### src/rtl/cs_match_pkg.sv
package cs_match_pkg;

  localparam int SPACE_W = 2;
  localparam int LVL_W   = 3;
  localparam logic [LVL_W-1:0] ANY_LEVEL = '0;

  typedef enum logic [SPACE_W-1:0] {
    SP_CPU   = 2'b00,
    SP_USER  = 2'b01,
    SP_SUPER = 2'b10,
    SP_BOTH  = 2'b11
  } space_e;

  typedef struct packed {
    space_e            space;
    logic [LVL_W-1:0]  level;
    logic              autovec;
  } opt_t;

  localparam opt_t OPT_RESET = '{space: SP_CPU, level: ANY_LEVEL, autovec: 1'b0};

endpackage

### src/rtl/cs_opt_hold.sv
module cs_opt_hold
  import cs_match_pkg::*;
(
  input  logic clk,
  input  logic rst_n,
  input  logic as_n,
  input  opt_t opt_in,
  output opt_t opt_act
);

  opt_t act_q;

  // Options are sampled only between bus cycles
  always_ff @(posedge clk) begin
    if (!rst_n)    act_q <= OPT_RESET;
    else if (as_n) act_q <= opt_in;
  end

  assign opt_act = act_q;

  // held options frozen while the strobe is active
  a_r11_opts_frozen: assert property (@(posedge clk) disable iff (!rst_n)
    !as_n |=> $stable(act_q));

endmodule

### src/rtl/cs_qualify.sv
module cs_qualify
  import cs_match_pkg::*;
(
  input  opt_t             opt,
  input  logic [SPACE_W-1:0] cyc_space,
  input  logic             iack,
  input  logic [LVL_W-1:0] ack_level,
  input  logic             base_hit,
  input  logic             sync_mode,
  output logic             sel,
  output logic             avec
);

  logic space_ok;
  logic level_ok;
  logic is_user, is_super, is_cpu;

  assign is_cpu   = (cyc_space == SPACE_W'(SP_CPU));
  assign is_user  = (cyc_space == SPACE_W'(SP_USER));
  assign is_super = (cyc_space == SPACE_W'(SP_SUPER));

  always_comb begin
    case (opt.space)
      SP_CPU:   space_ok = iack && is_cpu;
      SP_USER:  space_ok = !iack && is_user;
      SP_SUPER: space_ok = !iack && is_super;
      SP_BOTH:  space_ok = !iack && (is_user || is_super);
      default:  space_ok = 1'b0;
    endcase
  end

  // Level filter applies to CPU-space acknowledge decoding only
  assign level_ok = (opt.space != SP_CPU) || (opt.level == ANY_LEVEL) ||
                    (opt.level == ack_level);

  assign sel  = space_ok && level_ok && base_hit;
  assign avec = sel && (opt.space == SP_CPU) && opt.autovec && !sync_mode;

endmodule

### src/rtl/cs_out_reg.sv
module cs_out_reg (
  input  logic clk,
  input  logic rst_n,
  input  logic as_n,
  input  logic sel,
  input  logic avec,
  output logic cs_n,
  output logic avec_req
);

  logic cs_n_q, avec_q;

  always_ff @(posedge clk) begin
    if (!rst_n || as_n) begin
      cs_n_q <= 1'b1;
      avec_q <= 1'b0;
    end else begin
      cs_n_q <= !sel;
      avec_q <= avec;
    end
  end

  assign cs_n     = cs_n_q;
  assign avec_req = avec_q;

  // idle strobe clears both outputs on the next edge
  a_r10_release: assert property (@(posedge clk) disable iff (!rst_n)
    as_n |=> (cs_n_q && !avec_q));

  // autovector request never without the chip select
  a_r8_avec_with_cs: assert property (@(posedge clk) disable iff (!rst_n)
    avec_q |-> !cs_n_q);

endmodule

### src/rtl/cs_iack_match.sv
module cs_iack_match
  import cs_match_pkg::*;
(
  input  logic       clk,
  input  logic       rst_n,
  input  logic       as_n,
  input  logic [1:0] cyc_space,
  input  logic       iack,
  input  logic [2:0] ack_level,
  input  logic       base_hit,
  input  logic       sync_mode,
  input  logic [1:0] opt_space,
  input  logic [2:0] opt_level,
  input  logic       opt_autovec,
  output logic       cs_n,
  output logic       avec_req
);

  opt_t opt_in, opt_act;
  logic sel, avec;

  assign opt_in = '{space: space_e'(opt_space), level: opt_level, autovec: opt_autovec};

  cs_opt_hold u_hold (
    .clk     (clk),
    .rst_n   (rst_n),
    .as_n    (as_n),
    .opt_in  (opt_in),
    .opt_act (opt_act)
  );

  cs_qualify u_qual (
    .opt       (opt_act),
    .cyc_space (cyc_space),
    .iack      (iack),
    .ack_level (ack_level),
    .base_hit  (base_hit),
    .sync_mode (sync_mode),
    .sel       (sel),
    .avec      (avec)
  );

  cs_out_reg u_out (
    .clk      (clk),
    .rst_n    (rst_n),
    .as_n     (as_n),
    .sel      (sel),
    .avec     (avec),
    .cs_n     (cs_n),
    .avec_req (avec_req)
  );

  // outputs inactive on the first edge out of reset
  a_r1_reset_idle: assert property (@(posedge clk) disable iff (!rst_n)
    $rose(rst_n) |-> (cs_n && !avec_req));

  // synchronous mode blocks the autovector request
  a_r9_sync_no_avec: assert property (@(posedge clk) disable iff (!rst_n)
    sync_mode |=> !avec_req);

  // no base hit, no chip select
  a_r7_need_hit: assert property (@(posedge clk) disable iff (!rst_n)
    !base_hit |=> cs_n);

  // level mismatch on acknowledge blocks the chip select
  a_r5_level_miss: assert property (@(posedge clk) disable iff (!rst_n)
    (!as_n && opt_act.space == SP_CPU && opt_act.level != ANY_LEVEL &&
     opt_act.level != ack_level) |=> cs_n);

  // acknowledge cycles never match a user/supervisor setting
  a_r6_iack_space: assert property (@(posedge clk) disable iff (!rst_n)
    (iack && opt_act.space != SP_CPU) |=> cs_n);

endmodule

### config.mk
export PLATFORM = sky130hd
export DESIGN_NAME = cs_iack_match
export DESIGN_NICKNAME = d
export VERILOG_FILES = /design/src/rtl/cs_match_pkg.sv /design/src/rtl/cs_opt_hold.sv /design/src/rtl/cs_qualify.sv /design/src/rtl/cs_out_reg.sv /design/src/rtl/cs_iack_match.sv
export SDC_FILE = /design/constraint.sdc
export NUM_CORES = 1
export LEC_CHECK = 0
export ABC_AREA = 1
export BUFFER_PORTS_ARGS = -buffer_cell sky130_fd_sc_hd__buf_2
export CAP_MARGIN = 20
export CORE_AREA = 2 2 39 41
export DETAILED_ROUTE_END_ITERATION = 10
export DIE_AREA = 0 0 41 43
export GPL_ROUTABILITY_DRIVEN = 0
export GPL_TIMING_DRIVEN = 0
export PLACE_DENSITY = 0.66
export SYNTH_ARGS = -nofsm -noshare
export SYNTH_HDL_FRONTEND = slang
export SYNTH_HIERARCHICAL = 1
export SYNTH_SLANG_ARGS = --single-unit
### constraint.sdc
create_clock -name clk -period 1 [get_ports clk]
set_input_delay 0.2 -clock clk [delete_from_list [all_inputs] [get_ports clk]]
set_output_delay 0.2 -clock clk [all_outputs]
set_load 0.005 [all_outputs]
==> impl_metrics.toml, run 1 <==
[synth]
async_flop_share_pct = 0
ys.flop_type = "dfxtp_1"
synth_seq_cells = 8
synth_nets = 100
synth_top_area_cell = "dfxtp_1"
yosys-top-cells-area = "dfxtp_1 32%, nand2_1 19%, inv_1 11%, nor2_1 11%, nor2_2 8.8%"
syn_area_per_cell_um2 = 6.22
synth_xor_area_share_pct = 1.76
ys_warn_count = 6
yosysMostFrequentCell = "nand2_1"
ys_top_cells_by_count = "25 x nand2_1, 15 x inv_1, 14 x nor2_1"
ys_seq_area_share_pct = 32.2
netlist_area_um2 = 498
synth.lib_cells_used.distinct = 13
synth_fa_ha_area_share_pct = 7.54
synth_compound_area_share_pct = 5.03
synth_top_family_by_area = "simple AND/OR/NAND/NOR gates"
synth.area.mux_share_pct = 0
yosys.area.top_type_share_pct = 32.2
synthSimpleGateAreaFrac_pct = 39.2
synth-edff-count = 0
synth_cells = 80

[detailed_routing]
first_iter_violations = 9
drc = 0
routed_wirelength_um = 850
wl_per_cell_um = 7.26
vias = 504
drtAntennaViolNets = 0
viasPerCell = 4.31
first_pass_iters = 4

[clock_tree]
cts_hold_buf = 0
numCtsBuffers = 3
cts-root-buf = "clkbuf_4"
cts.path.max_buffers = 2
htree_levels = 1
clkTransAtPathRegs_ps = 50
cts_tree = "built"
cts_sinks = 8
insertion_delay_ps = 250

[final_layout]
synthToLayoutAreaGrowth_pct = 28.9
final_util_pct = 46.4
drive_gt1_share_pct = 33.7
stdcell_count = 117
fillCellCount = 144
nNetsFinal = 123
num_antenna_cells = 0
postLayoutCellArea_um2 = 642

[worst_setup_path]
required_ps = 1130
start_kind = "register"
r2r_cells = 9
crit_buf_inv = 1
worst_path_max_delay_cell = "dfxtp_4"
critPathMaxStageDelay_ps = 360
path_depth = 9
crit_arrival_ps = 1150
crit_path_frequent_cell = "nand2_1"
cp-end-kind = "register"
crit_family = "simple AND/OR/NAND/NOR gates"
critical_path_class = "reg -> reg"
crit_path_max_fanout = 4
crit_path_cell_trace = "inv_2 > nand2_1 > nand2_1 > nor2_1 > nand2_1 > nand2_1 > nand2_1 > nor2_1 > nand3_1"

[worst_hold_path]
hold_depth = 2
hold_path.class = "in -> reg"

[sta]
fin_crit_ps = 1020
fin_skew_ps = 3.71
timing.slew.headroom_pct = 87.3
tns_ps = -22.3
setup_viol = 1
max_freq_ghz = 0.978
finalMaxSlewViolations = 0
tightest_slew_ps = 190
fin_ws_ps = -22.3
fin_crit_sh_pct = 102
finalHoldViolations = 0
rsz0062_at_grt = "yes"

[run_status]
violations = "negative setup slack"
status = "finished with violations"

[place]
dp_hpwl_um = 675
placed_cell_area_um2 = 608
dp.cells = 114
io_buffers = 18

[global_route]
grt_pass1_vias = 369
grt_overflow = 0
grt_antenna_before_repair = 0
grt_usage_pct = 11.2
grt_max_degree = 11
grt_pass1_wl_um = 1310

[job]
maxCapViolCount = 0

[floorplanning]
dieArea_um2 = 1760
rows = 14
die_y_um = 43
start_util_pct = 36.0
dieWidth_um = 41
core_region_area_um2 = 1380
ios = 19

[power]
p_leak_nw = 0.362
powerDensity_nw_per_um2 = 1160
ir_drop_uv = 499
per-stage QoR:
stage | worst slack (ps) | power, mW | hold slack, ps
global placement | -124 | 0.507 | 456
CTS | -57.1 | 0.762 | 209
finish | -22.3 | 0.746 | 216
global route | -122 | 0.798 | 228
floorplan | 40.0 | 0.455 | 284
detailed placement | -136 | 0.510 | 460
cells in the final DEF (no fill, tap or decap):
cell type | synthesis | layout
nand2_1 | 25 | 25
buf_2 | 0 | 18
nor2_1 | 14 | 14
inv_1 | 15 | 14
nor2_2 | 7 | 6
dfxtp_1 | 8 | 5
clkbuf_4 | 0 | 3
ha_1 | 3 | 3
dfxtp_2 | 0 | 2
inv_2 | 1 | 2
a21oi_1 | 2 | 2
buf_6 | 1 | 1
dfxtp_4 | 0 | 1
nand3_1 | 1 | 1
o211ai_1 | 1 | 1
nor2_4 | 0 | 1
xnor2_1 | 1 | 1
a21boi_0 | 1 | 1
final timing paths:
check / slack [ps] / startpoint / endpoint
max: -20 / u_hold/opt_act[2]$_SDFFE_PN0P_ / u_out/cs_n$_SDFF_PP1_
min: 220 / rst_n / u_out/cs_n$_SDFF_PP1_
max reg2reg: -20 / u_hold/opt_act[2]$_SDFFE_PN0P_ / u_out/cs_n$_SDFF_PP1_
min reg2reg: 480 / u_hold/opt_act[0]$_SDFFE_PN0P_ / u_hold/opt_act[0]$_SDFFE_PN0P_
cells by family (layout without fill, tap and decap cells):
group / after synthesis / in the layout
AND/OR/NAND/NOR: 47 / 47
AO/OA/AOI/OAI: 4 / 4
XOR/XNOR: 1 / 1
adder cells (fa/ha/maj): 3 / 3
buffers and inverters: 17 / 38
flip-flops: 8 / 8
layout make-up:
| cell class | instances | area [um^2] | share of cell area (%) |
|---|---|---|---|
| multi-input combinational | 55 | 272 | 42.3 |
| inverter | 16 | 60.1 | 9.36 |
| sequential | 8 | 166 | 25.9 |
| buffer | 1 | 11.3 | 1.75 |
| tap | 16 | 20.0 | 3.12 |
| timing repair buffer | 18 | 90.1 | 14.0 |
| clock buffer | 3 | 22.5 | 3.51 |
report_power, final:
part	switching [mW]	internal (mW)
registers	0.0190	0.338
clock network	0.103	0.137
logic	0.0766	0.0728
total	0.198	0.548
sequential cells by signal, indices dropped and copies added, names as in the netlist:
register / flops
u_hold/opt_act: 6
u_out/avec_req: 1
u_out/cs_n: 1
layer usage:
metal	GRT usage, %	routed length (um)
met5	0	0
met4	10.0	12
met3	3.14	58
met2	15.0	368
met1	13.7	410
what timing repair did:
| item | in CTS | in global routing |
|---|---|---|
| resized for setup | 4 | 2 |
| setup buffers | 0 | 0 |
| pin swaps | 6 | 2 |
| setup endpoints to repair | 2 | 2 |
No activity file was read; power rests on OpenSTA's default activity.
==> inputs of run 2 (changes only) <==
--- a/config.mk
+++ b/config.mk
@@ -5,7 +5,6 @@
 export SDC_FILE = /design/constraint.sdc
 export NUM_CORES = 1
 export LEC_CHECK = 0
-export ABC_AREA = 1
 export BUFFER_PORTS_ARGS = -buffer_cell sky130_fd_sc_hd__buf_2
 export CAP_MARGIN = 20
 export CORE_AREA = 2 2 39 41
@@ -13,7 +12,6 @@
 export DIE_AREA = 0 0 41 43
 export GPL_ROUTABILITY_DRIVEN = 0
 export GPL_TIMING_DRIVEN = 0
-export PLACE_DENSITY = 0.66
 export SYNTH_ARGS = -nofsm -noshare
 export SYNTH_HDL_FRONTEND = slang
 export SYNTH_HIERARCHICAL = 1
==> run 2 against run 1 <==
Setup slack worse by 100 ps. Sequential cell count unchanged. The flow still finishes with violations (negative setup slack). Non-clock buffer count grew 1. Core utilization down 1.4 points. Worst hold slack got worse by 43 ps. Global-route usage is 0.46 points higher. Fmax decreased by 9.1%. Sequential share of layout area increased by 0.58 points.
==> impl_metrics.toml, run 2 <==
[final_layout]
largest_reg_flops = 6
nNetsFinal = 88
drive_gt1_share_pct = 53.0
stdcell_count = 82
layout_commonest_cell = "buf_2"
synthToLayoutAreaGrowth_pct = 40.3
final_util_pct = 45.0
final_cell_mix = "18 x buf_2, 6 x mux2i_1, 6 x nor2b_1"
fillCellCount = 149
num_antenna_cells = 0

[worst_setup_path]
crit_arrival_ps = 1320
crit_path_cell_trace = "or4b_4 > a21oi_2 > and3b_1"
cp-end-kind = "register"
start_kind = "register"
required_ps = 1200
critical_path_class = "reg -> reg"
crit_path_max_fanout = 5
worst_path_max_delay_cell = "or4b_4"
critPathMaxStageDelay_ps = 490

[clock_tree]
cts.path.max_buffers = 2
numCtsBuffers = 3
htree_levels = 1
insertion_delay_ps = 250
cts-root-buf = "clkbuf_4"
cts_tree = "built"
clkTransAtPathRegs_ps = 50
cts_sinks = 8

[floorplanning]
start_util_pct = 32.1
die_y_um = 43
dieArea_um2 = 1760
core_region_area_um2 = 1380
dieWidth_um = 41
ios = 19
rows = 14

[synth]
synth_seq_cells = 8
synth_top_area_cell = "dfxtp_1"
netlist_area_um2 = 444
ys_seq_area_share_pct = 36.1
synth_cells = 44
synth-edff-count = 0
ys.flop_type = "dfxtp_1"
syn_area_per_cell_um2 = 10.1
synth.lib_cells_used.distinct = 21
synth_nets = 64
ys_top_cells_by_count = "8 x dfxtp_1, 6 x mux2i_1, 6 x nor2b_1"
yosys.area.top_type_share_pct = 36.1
yosys-top-cells-area = "dfxtp_1 36%, mux2i_1 14%, ha_1 8.5%, nor2b_1 8.5%, xnor2_1 5.9%"
async_flop_share_pct = 0
yosysMostFrequentCell = "dfxtp_1"
ys_warn_count = 6

[detailed_routing]
viasPerCell = 4.59
first_iter_violations = 1
drc = 0
drtAntennaViolNets = 0
vias = 376
first_pass_iters = 2
routed_wirelength_um = 834
wl_per_cell_um = 10.2

[run_status]
violations = "negative setup slack"
status = "finished with violations"

[sta]
tightest_slew_ps = 126
timing.slew.headroom_pct = 91.3
rsz0062_at_grt = "yes"
finalHoldViolations = 0
fin_skew_ps = 3.76
finalMaxSlewViolations = 0
fin_crit_ps = 1120
max_freq_ghz = 0.889
fin_crit_sh_pct = 112
setup_viol = 2
fin_ws_ps = -125
whs_ps = 173

[power]
p_leak_nw = 0.292
total_power_uw = 726
ir_drop_uv = 663
powerDensity_nw_per_um2 = 1170

[global_route]
grt_pass1_vias = 370
grt_usage_pct = 11.6
grt_overflow = 0
grt_antenna_before_repair = 0
grt_pass1_wl_um = 1340
grt_max_degree = 9

[worst_hold_path]
hold_path.class = "in -> reg"

[job]
maxCapViolCount = 0

[place]
dp.cells = 78
dp_hpwl_um = 657
io_buffers = 18
[run 2: worst max-delay path, delay by kind of cell (launching register included)]
kind | cells | cell delay (ps)
compound gates | 1 | 110
flops | 1 | 340
simple gates | 2 | 640
[run 2: final timing paths]
check	cells after the start	start	endpoint	slack [ps]
setup reg to reg	3	u_hold/opt_act[5]$_SDFFE_PN0P_	u_out/avec_req$_SDFF_PP0_	-120
hold / removal	2	as_n	u_out/cs_n$_SDFF_PP1_	170
hold reg to reg	2	u_hold/opt_act[0]$_SDFFE_PN0P_	u_hold/opt_act[0]$_SDFFE_PN0P_	510
setup / recovery	3	u_hold/opt_act[5]$_SDFFE_PN0P_	u_out/avec_req$_SDFF_PP0_	-120
[run 2: kinds of logic (layout without fill, tap and decap cells)]
kind of cell / Yosys count / in the layout / synth area share (%)
flops: 8 / 8 / 36.1
buf+inv: 3 / 25 / 4.23
fa+ha+maj: 3 / 3 / 8.45
compound gates: 5 / 5 / 8.73
mux: 6 / 6 / 13.5
simple gates: 16 / 16 / 23.1
xor+xnor: 3 / 3 / 5.92
[run 2: cell type report]
class                      instances  area (um^2)  area share (%)
sequential                         8          165            26.5
buffer                             1         11.3            1.81
clock buffer                       3         22.5            3.61
timing repair buffer              19         97.6            15.7
multi-input combinational         33          297            47.6
tap                               16         20.0            3.21
inverter                           2         10.0            1.61
[run 2: repair_timing]
item	CTS	global route
buffers inserted	1	0
pin swaps	4	3
resized for setup	4	2
endpoints found under the setup margin	2	2
hold buffers	0	0
[run 2: stage by stage]
step | area [um^2] | TNS (ps) | worst slack [ps]
after floorplan | 460 | -117 | -117
after global placement | 571 | -368 | -217
after detailed placement | 571 | -371 | -217
after CTS | 608 | -189 | -130
after global routing | 623 | -288 | -178
final | 623 | -159 | -125
[run 2: where the power goes]
| group | total [mW] | internal, mW | switching (mW) |
|---|---|---|---|
| registers | 0.350 | 0.337 | 0.0133 |
| logic | 0.134 | 0.0808 | 0.0531 |
| clock network | 0.242 | 0.137 | 0.105 |
[run 2: per-layer routing]
layer | GRT usage (%) | part of all wire [%] | vias to the layer above | wire, um
li1 | - | - | 199 | -
met3 | 6.28 | 5.2 | 2 | 43
met4 | 6.00 | 1.4 | 0 | 12
met1 | 10.6 | 44 | 164 | 367
met5 | 0 | 0 | - | 0
met2 | 19.4 | 49 | 11 | 410
